`src/rtl/cfgrb_pkg.sv`:
```
package cfgrb_pkg;

   typedef enum logic [1:0] {
      ST_IDLE  = 2'd0,
      ST_WRITE = 2'd1,
      ST_READ  = 2'd2
   } cfgrb_state_e;

   // positions of the pins inside the synchroniser vector
   localparam int PIN_RSTB = 0;
   localparam int PIN_CONV = 1;
   localparam int PIN_SCLK = 2;
   localparam int PIN_DCLK = 3;
   localparam int PIN_SDI  = 4;
   localparam int PIN_DIN  = 5;
   localparam int PIN_CNT  = 6;
   localparam int CTL_CNT  = 4;

endpackage

```
`src/rtl/cfgrb_sync.sv`:
```
module cfgrb_sync #(
   parameter int               W      = 6,
   parameter int               STAGES = 2,
   parameter logic [W-1:0]     INIT   = '0
) (
   input  logic         clk,
   input  logic         rst_n,
   input  logic [W-1:0] d,
   output logic [W-1:0] q
);

   generate
      if (STAGES < 0) begin : g_bad
         $error("cfgrb_sync: STAGES must not be negative");
      end

      if (STAGES == 0) begin : g_bypass
         assign q = d;
      end else begin : g_chain
         logic [W-1:0] stage_q [STAGES];

         always_ff @(posedge clk or negedge rst_n) begin
            if (!rst_n) begin
               for (int i = 0; i < STAGES; i++) stage_q[i] <= INIT;
            end else begin
               stage_q[0] <= d;
               for (int i = 1; i < STAGES; i++) stage_q[i] <= stage_q[i-1];
            end
         end

         assign q = stage_q[STAGES-1];
      end
   endgenerate

endmodule

```
`src/rtl/cfgrb_word_rx.sv`:
```
module cfgrb_word_rx #(
   parameter int CFG_W = 12
) (
   input  logic                          clk,
   input  logic                          rst_n,
   input  logic                          clear,
   input  logic                          enable,
   input  logic                          sample,
   input  logic                          bit_in,
   output logic                          commit,
   output logic [CFG_W-1:0]              word_out,
   output logic [$clog2(CFG_W+1)-1:0]    bit_cnt
);

   localparam int CNT_W = $clog2(CFG_W + 1);

   logic [CFG_W-2:0] sh_q;
   logic [CNT_W-1:0] cnt_q;
   logic             last;
   logic             take;

   generate
      if (CFG_W < 2) begin : g_bad
         $error("cfgrb_word_rx: CFG_W must be at least 2");
      end
   endgenerate

   assign last     = (cnt_q == CNT_W'(CFG_W - 1));
   assign take     = enable & sample;
   assign commit   = take & last;
   assign word_out = {sh_q, bit_in};
   assign bit_cnt  = cnt_q;

   always_ff @(posedge clk or negedge rst_n) begin
      if (!rst_n) begin
         sh_q  <= '0;
         cnt_q <= '0;
      end else if (clear) begin
         sh_q  <= '0;
         cnt_q <= '0;
      end else if (take) begin
         sh_q  <= word_out[CFG_W-2:0];
         cnt_q <= last ? '0 : cnt_q + 1'b1;
      end
   end

endmodule

```
`src/rtl/cfgrb_frame_tx.sv`:
```
module cfgrb_frame_tx #(
   parameter int                CFG_W    = 12,
   parameter int                REV_W    = 4,
   parameter logic [REV_W-1:0]  REV_ID   = 4'h1,
   parameter int                FMT_BIT  = 0,
   parameter int                FIELD0_W = 240,
   parameter int                FIELD1_W = 304,
   parameter int                PAT0_W   = 56,
   parameter logic [PAT0_W-1:0] PAT0     = 56'h30F066012480F6,
   parameter int                PAT1_W   = 72,
   parameter logic [PAT1_W-1:0] PAT1     = 72'h30F066012480F69055,
   parameter int                COPIES   = 2
) (
   input  logic             clk,
   input  logic             rst_n,
   input  logic             load,
   input  logic [CFG_W-1:0] word,
   input  logic             shift,
   input  logic             ser_in,
   output logic             ser_out
);

   localparam int HALF0  = CFG_W + REV_W + FIELD0_W;
   localparam int HALF1  = CFG_W + REV_W + FIELD1_W;
   localparam int LEN0   = COPIES * HALF0;
   localparam int LEN1   = COPIES * HALF1;
   localparam int MAXLEN = (LEN1 > LEN0) ? LEN1 : LEN0;
   localparam int TAP0   = MAXLEN - LEN0;
   localparam int TAP1   = MAXLEN - LEN1;
   localparam int IDX_W  = $clog2(MAXLEN);

   logic [HALF0-1:0]  half0;
   logic [HALF1-1:0]  half1;
   logic [MAXLEN-1:0] img0, img1;
   logic [MAXLEN-1:0] frame_q, frame_nxt;
   logic [IDX_W-1:0]  tap;
   logic              fmt_q;

   generate
      if (PAT0_W > FIELD0_W || PAT1_W > FIELD1_W) begin : g_bad_pat
         $error("cfgrb_frame_tx: pattern wider than its field");
      end
      if (COPIES < 1) begin : g_bad_copies
         $error("cfgrb_frame_tx: COPIES must be at least 1");
      end
   endgenerate

   // frame images for both formats, left-aligned in the shift register
   always_comb begin
      half0 = {word, REV_ID, FIELD0_W'(PAT0)};
      half1 = {word, REV_ID, FIELD1_W'(PAT1)};
      img0  = '0;
      img1  = '0;
      img0[MAXLEN-1 -: LEN0] = {COPIES{half0}};
      img1[MAXLEN-1 -: LEN1] = {COPIES{half1}};
   end

   // chain input enters just below the active part of the register
   always_comb begin
      tap       = fmt_q ? IDX_W'(TAP1) : IDX_W'(TAP0);
      frame_nxt = frame_q << 1;
      frame_nxt[tap] = ser_in;
   end

   always_ff @(posedge clk or negedge rst_n) begin
      if (!rst_n) begin
         frame_q <= '0;
         fmt_q   <= 1'b0;
      end else if (load) begin
         frame_q <= word[FMT_BIT] ? img1 : img0;
         fmt_q   <= word[FMT_BIT];
      end else if (shift) begin
         frame_q <= frame_nxt;
      end
   end

   assign ser_out = frame_q[MAXLEN-1];

endmodule

```
`src/rtl/cfg_readback_port.sv`:
```
module cfg_readback_port #(
   parameter int                CFG_W      = 12,
   parameter logic [CFG_W-1:0]  CFG_RESET  = '0,
   parameter int                REV_W      = 4,
   parameter logic [REV_W-1:0]  REV_ID     = 4'h1,
   parameter int                FMT_BIT    = 0,
   parameter int                FIELD0_W   = 240,
   parameter int                FIELD1_W   = 304,
   parameter int                PAT0_W     = 56,
   parameter logic [PAT0_W-1:0] PAT0       = 56'h30F066012480F6,
   parameter int                PAT1_W     = 72,
   parameter logic [PAT1_W-1:0] PAT1       = 72'h30F066012480F69055,
   parameter int                COPIES     = 2,
   parameter int                SYNC_STAGES = 2
) (
   input  logic             clk,
   input  logic             rst_n,
   input  logic             cfg_rst_n,
   input  logic             conv,
   input  logic             cfg_sdi,
   input  logic             cfg_sclk,
   input  logic             dclk,
   input  logic             din,
   output logic             dout,
   output logic [CFG_W-1:0] cfg_word
);

   import cfgrb_pkg::*;

   localparam int CNT_W = $clog2(CFG_W + 1);
   localparam logic [PIN_CNT-1:0] SYNC_INIT = PIN_CNT'(1) << PIN_RSTB;

   generate
      if (FMT_BIT < 0 || FMT_BIT >= CFG_W) begin : g_bad_fmt
         $error("cfg_readback_port: FMT_BIT outside the word");
      end
   endgenerate

   logic [PIN_CNT-1:0] pins_raw, pins_s;
   logic [CTL_CNT-1:0] ctl_prev_q;
   logic               arm, conv_rise, sclk_fall, dclk_rise;
   cfgrb_state_e       state_q;
   logic               commit;
   logic [CFG_W-1:0]   new_word;
   logic [CNT_W-1:0]   bit_cnt;
   logic [CFG_W-1:0]   cfg_word_q;
   logic               rx_enable, tx_shift, tx_out;

   always_comb begin
      pins_raw           = '0;
      pins_raw[PIN_RSTB] = cfg_rst_n;
      pins_raw[PIN_CONV] = conv;
      pins_raw[PIN_SCLK] = cfg_sclk;
      pins_raw[PIN_DCLK] = dclk;
      pins_raw[PIN_SDI]  = cfg_sdi;
      pins_raw[PIN_DIN]  = din;
   end

   cfgrb_sync #(
      .W      (PIN_CNT),
      .STAGES (SYNC_STAGES),
      .INIT   (SYNC_INIT)
   ) u_sync (
      .clk   (clk),
      .rst_n (rst_n),
      .d     (pins_raw),
      .q     (pins_s)
   );

   always_ff @(posedge clk or negedge rst_n) begin
      if (!rst_n) ctl_prev_q <= SYNC_INIT[CTL_CNT-1:0];
      else        ctl_prev_q <= pins_s[CTL_CNT-1:0];
   end

   assign arm       =  pins_s[PIN_RSTB] & ~ctl_prev_q[PIN_RSTB] & ~pins_s[PIN_CONV];
   assign conv_rise =  pins_s[PIN_CONV] & ~ctl_prev_q[PIN_CONV];
   assign sclk_fall = ~pins_s[PIN_SCLK] &  ctl_prev_q[PIN_SCLK];
   assign dclk_rise =  pins_s[PIN_DCLK] & ~ctl_prev_q[PIN_DCLK];

   // mode sequencing: arming wins, then the conversion strobe, then commit
   always_ff @(posedge clk or negedge rst_n) begin
      if (!rst_n)         state_q <= ST_IDLE;
      else if (arm)       state_q <= ST_WRITE;
      else if (conv_rise) state_q <= ST_IDLE;
      else if (commit)    state_q <= ST_READ;
   end

   assign rx_enable = (state_q == ST_WRITE) & ~conv_rise & ~arm;

   cfgrb_word_rx #(
      .CFG_W (CFG_W)
   ) u_rx (
      .clk      (clk),
      .rst_n    (rst_n),
      .clear    (arm),
      .enable   (rx_enable),
      .sample   (sclk_fall),
      .bit_in   (pins_s[PIN_SDI]),
      .commit   (commit),
      .word_out (new_word),
      .bit_cnt  (bit_cnt)
   );

   always_ff @(posedge clk or negedge rst_n) begin
      if (!rst_n)      cfg_word_q <= CFG_RESET;
      else if (commit) cfg_word_q <= new_word;
   end

   assign tx_shift = (state_q == ST_READ) & dclk_rise & ~conv_rise & ~arm;

   cfgrb_frame_tx #(
      .CFG_W    (CFG_W),
      .REV_W    (REV_W),
      .REV_ID   (REV_ID),
      .FMT_BIT  (FMT_BIT),
      .FIELD0_W (FIELD0_W),
      .FIELD1_W (FIELD1_W),
      .PAT0_W   (PAT0_W),
      .PAT0     (PAT0),
      .PAT1_W   (PAT1_W),
      .PAT1     (PAT1),
      .COPIES   (COPIES)
   ) u_tx (
      .clk     (clk),
      .rst_n   (rst_n),
      .load    (commit),
      .word    (new_word),
      .shift   (tx_shift),
      .ser_in  (pins_s[PIN_DIN]),
      .ser_out (tx_out)
   );

   assign dout     = (state_q == ST_READ) & tx_out;
   assign cfg_word = cfg_word_q;

endmodule

```
`config.mk`:
```
export PLATFORM = sky130hd
export DESIGN_NAME = cfg_readback_port
export DESIGN_NICKNAME = d
export VERILOG_FILES = /design/src/rtl/cfgrb_pkg.sv /design/src/rtl/cfgrb_sync.sv /design/src/rtl/cfgrb_word_rx.sv /design/src/rtl/cfgrb_frame_tx.sv /design/src/rtl/cfg_readback_port.sv
export SDC_FILE = /design/constraint.sdc
export NUM_CORES = 1
export LEC_CHECK = 0
export BUFFER_PORTS_ARGS = -buffer_cell sky130_fd_sc_hd__buf_2
export CORE_AREA = 2 2 293 295
export CTS_CLUSTER_SIZE = 30
export DETAILED_ROUTE_END_ITERATION = 12
export DIE_AREA = 0 0 295 297
export GPL_ROUTABILITY_DRIVEN = 0
export HOLD_SLACK_MARGIN = 0.12
export SYNTH_ARGS = -nofsm -noshare
export SYNTH_HDL_FRONTEND = slang
export SYNTH_SLANG_ARGS = --single-unit
```
`constraint.sdc`:
```
create_clock -name clk -period 4.89 [get_ports clk]
set_clock_uncertainty 0.15 [all_clocks]
set_input_delay 1.467 -clock clk [delete_from_list [all_inputs] [get_ports clk]]
set_output_delay 1.467 -clock clk [all_outputs]
set_load 0.005 [all_outputs]
```
==> impl_metrics.env <==
export IMPL_vias=14600
export IMPL_wl_met2_um=19000
export IMPL_initial_core_util=0.297
export IMPL_cts_max_level=3
export IMPL_vdd_ir_drop_max_v=0.000234
export IMPL_fin_nets=1796
export IMPL_drive_gt1_frac=0.0952
export IMPL_rsz0062_at_grt="false"
export IMPL_hold_class="register to register"
export IMPL_layout_cells_non_filler=2982
export IMPL_rows=107
export IMPL_status="complete, no violations"
export IMPL_wirelength_um=43300
export IMPL_finalCritPeriodShare=0.674
export IMPL_yosys_warnings=0
export IMPL_place_inst=2858
export IMPL_critPathCaptureType="register"
export IMPL_leakage_uw=0.0134
export IMPL_grt_pass1_wl_um=76300
export IMPL_power_density_mw_per_mm2=396
export IMPL_postCtsSetupRepairBufs=0
export IMPL_ys_types=41
export IMPL_wl_met3_um=1380
export IMPL_synth_ff_type="dfrtp_1"
export IMPL_core_area_mm2=0.0845
export IMPL_syn_nets=1851
export IMPL_mostFrequentLayoutCells="dfrtp_1 (682), a22o_1 (530), a21oi_1 (227), nand2_1 (144), clkbuf_16 (73)"
export IMPL_remaining_drc_errors=0
export IMPL_worst_slew_pin_slew_ns=1.06
export IMPL_wl_per_cell_um=14.5
export IMPL_crit_type="register to register"
export IMPL_maxSlewViolCount=0
export IMPL_finalCriticalPeriod_ns=3.30
export IMPL_synth_top_area_frac=0.679
export IMPL_critPathMaxFanout=69
export IMPL_track_usage=0.101
export IMPL_cts_sinks=685
export IMPL_synth_largest_area_cell="dfrtp_1"
export IMPL_ff_latch_area_mm2=0.0171
export IMPL_holdBufCountCts=0
export IMPL_cts_root_buffer="clkbuf_16"
export IMPL_die_h_um=297
export IMPL_dr_pass1_iters=5
export IMPL_grt_pass1_vias=14900
export IMPL_cts_tree="yes"
export IMPL_n_fill_cell=8124
export IMPL_synth_edff_count=0
export IMPL_ys_seq_area_frac=0.683
export IMPL_wl_met1_um=22000
export IMPL_grt_overflow_total=0
export IMPL_pin_count=21
export IMPL_antenna_found_initial=0
export IMPL_io_buffers=20
export IMPL_synthArstFlopShare=1.00
export IMPL_fin_tns_setup_ns=0
export IMPL_drtIter0Drc=1218
export IMPL_max_freq_mhz=303
export IMPL_setup_violations_final=0
export IMPL_drtAntennaViolNets=0
export IMPL_multiInputGateArea_mm2=0.00686
export IMPL_clock_latency_ns=0.60
export IMPL_syn_inst=1842
export IMPL_mostFrequentLayoutCell="dfrtp_1"
export IMPL_vias_per_cell=4.89
export IMPL_die_w_um=295
export IMPL_ys_seq_elements=685
export IMPL_die_area_mm2=0.0876
export IMPL_r2r_setup_slack_ns=1.59
export IMPL_grt_max_degree=236
export IMPL_cts_buffers=71
export IMPL_avgSynthCellArea_um2=13.6
export IMPL_cap_violations=0
export IMPL_slew_headroom=0.293
export IMPL_dpl_hpwl_um=21400
export IMPL_insertedDiodeCount=0
export IMPL_cp_data_required_time_ns=5.19
export IMPL_cp_start_kind="register"
export IMPL_synth_area_mm2=0.0251
export IMPL_top_layer="met4"
export IMPL_hold_viol_final=0
export IMPL_cts_resized=0
export IMPL_worstPathArrival_ns=3.59
export IMPL_synth_area_leaders="dfrtp_1 (68%), a22o_1 (18%), a21oi_1 (4.5%), nand2_1 (2.2%), buf_6 (1.9%)"
export IMPL_area_delta_synth_final_pct=12.7
export IMPL_fin_util=0.335
export IMPL_clk_pin_slew_ns=0.05
export IMPL_clockBufferDepth=3
==> through the flow <==
stage | worst slack [ns] | total power [uW] | hold WS (ns) | instance area, um^2
CTS | 1.59 | 11400 | 0.198 | 28300
global placement | 1.65 | 5950 | 0.183 | 25900
finish | 1.59 | 11200 | 0.196 | 28300
floorplan | 2.69 | 5820 | 0.181 | 25100
detailed placement | 1.59 | 5960 | 0.186 | 25900
global route | 1.34 | 11600 | 0.199 | 28300
==> flip-flops by register name (all words and copies together), names as in the netlist <==
| register | cells |
|---|---|
| state_q | 2 |
| u_sync.g_chain.stage_q | 6 |
| u_sync.q | 6 |
| u_tx.frame_q | 640 |
| u_rx.sh_q | 11 |
| ctl_prev_q | 4 |
| u_rx.bit_cnt | 4 |
| cfg_word | 12 |
==> worst paths after layout <==
path / start / end / depth (start not counted)
max: u_rx.bit_cnt[0] / u_tx.frame_q[152] / 7
min: u_sync.g_chain.stage_q[8] / u_sync.q[2] / 0
max reg2reg: u_rx.bit_cnt[0] / u_tx.frame_q[152] / 7
min reg2reg: u_sync.g_chain.stage_q[8] / u_sync.q[2] / 0
max in group asynchronous: rst_n / u_tx.frame_q[268] / 2
min in group asynchronous: rst_n / u_tx.frame_q[98] / 1
==> routing by layer <==
| metal | track usage | vias to the layer above |
|---|---|---|
| met5 | 0 | - |
| met4 | 0.0323 | 0 |
| met3 | 0.0211 | 68 |
| met2 | 0.145 | 204 |
| met1 | 0.151 | 7578 |
| li1 | - | 6723 |
==> synthesized netlist by cell type (all sizes together), types with 2 or more instances <==
cell type  instances
a22o             530
inv                6
buf              124
a21o               2
nand2            144
nor2              27
o221a              5
nor3b              2
mux2i              2
a221o              7
dfstp              3
o21ai              5
nor2b              2
o22a               3
clkbuf            51
a21oi            227
dfrtp            682
and3b              2
==> layout make-up <==
| class | count | area share |
|---|---|---|
| clock buffers | 102 | 0.0748 |
| clock inverters | 22 | 0.00831 |
| inverters | 6 | 0.000796 |
| multi-input cells | 976 | 0.242 |
| flip-flops and latches | 685 | 0.606 |
| well taps | 1144 | 0.0506 |
| repair buffers | 47 | 0.0172 |
==> power by group <==
part,switching (uW),total (uW),internal [uW],leakage (uW)
clock,2140,5360,3220,0.00116
combinational,120,148,28.5,0.00270
sequential,15.6,5700,5680,0.00953
==> worst max-delay path: stages (launching register included) <==
cell and delay [ns]:
dfrtp_1 0.40, ha_1 0.23, and3b_1 0.22, and4_4 0.69, buf_4 0.74, and2_1 0.22
buf_4 0.39, a21oi_1 0.09
==> cells by family (layout without fill, tap and decap cells) <==
family	after synthesis	count (layout)	synth area share
AOI/OAI and AO/OA	783	783	0.239
buffers and inverters	181	177	0.0452
DFF	685	685	0.683
muxes	2	2	0.000797
adders and majority gates	1	1	0.000498
xor gates and xnor gates	1	1	0.000349
and+or+nand+nor	189	189	0.0315
Note: power is estimated with default switching activity, not from simulation.
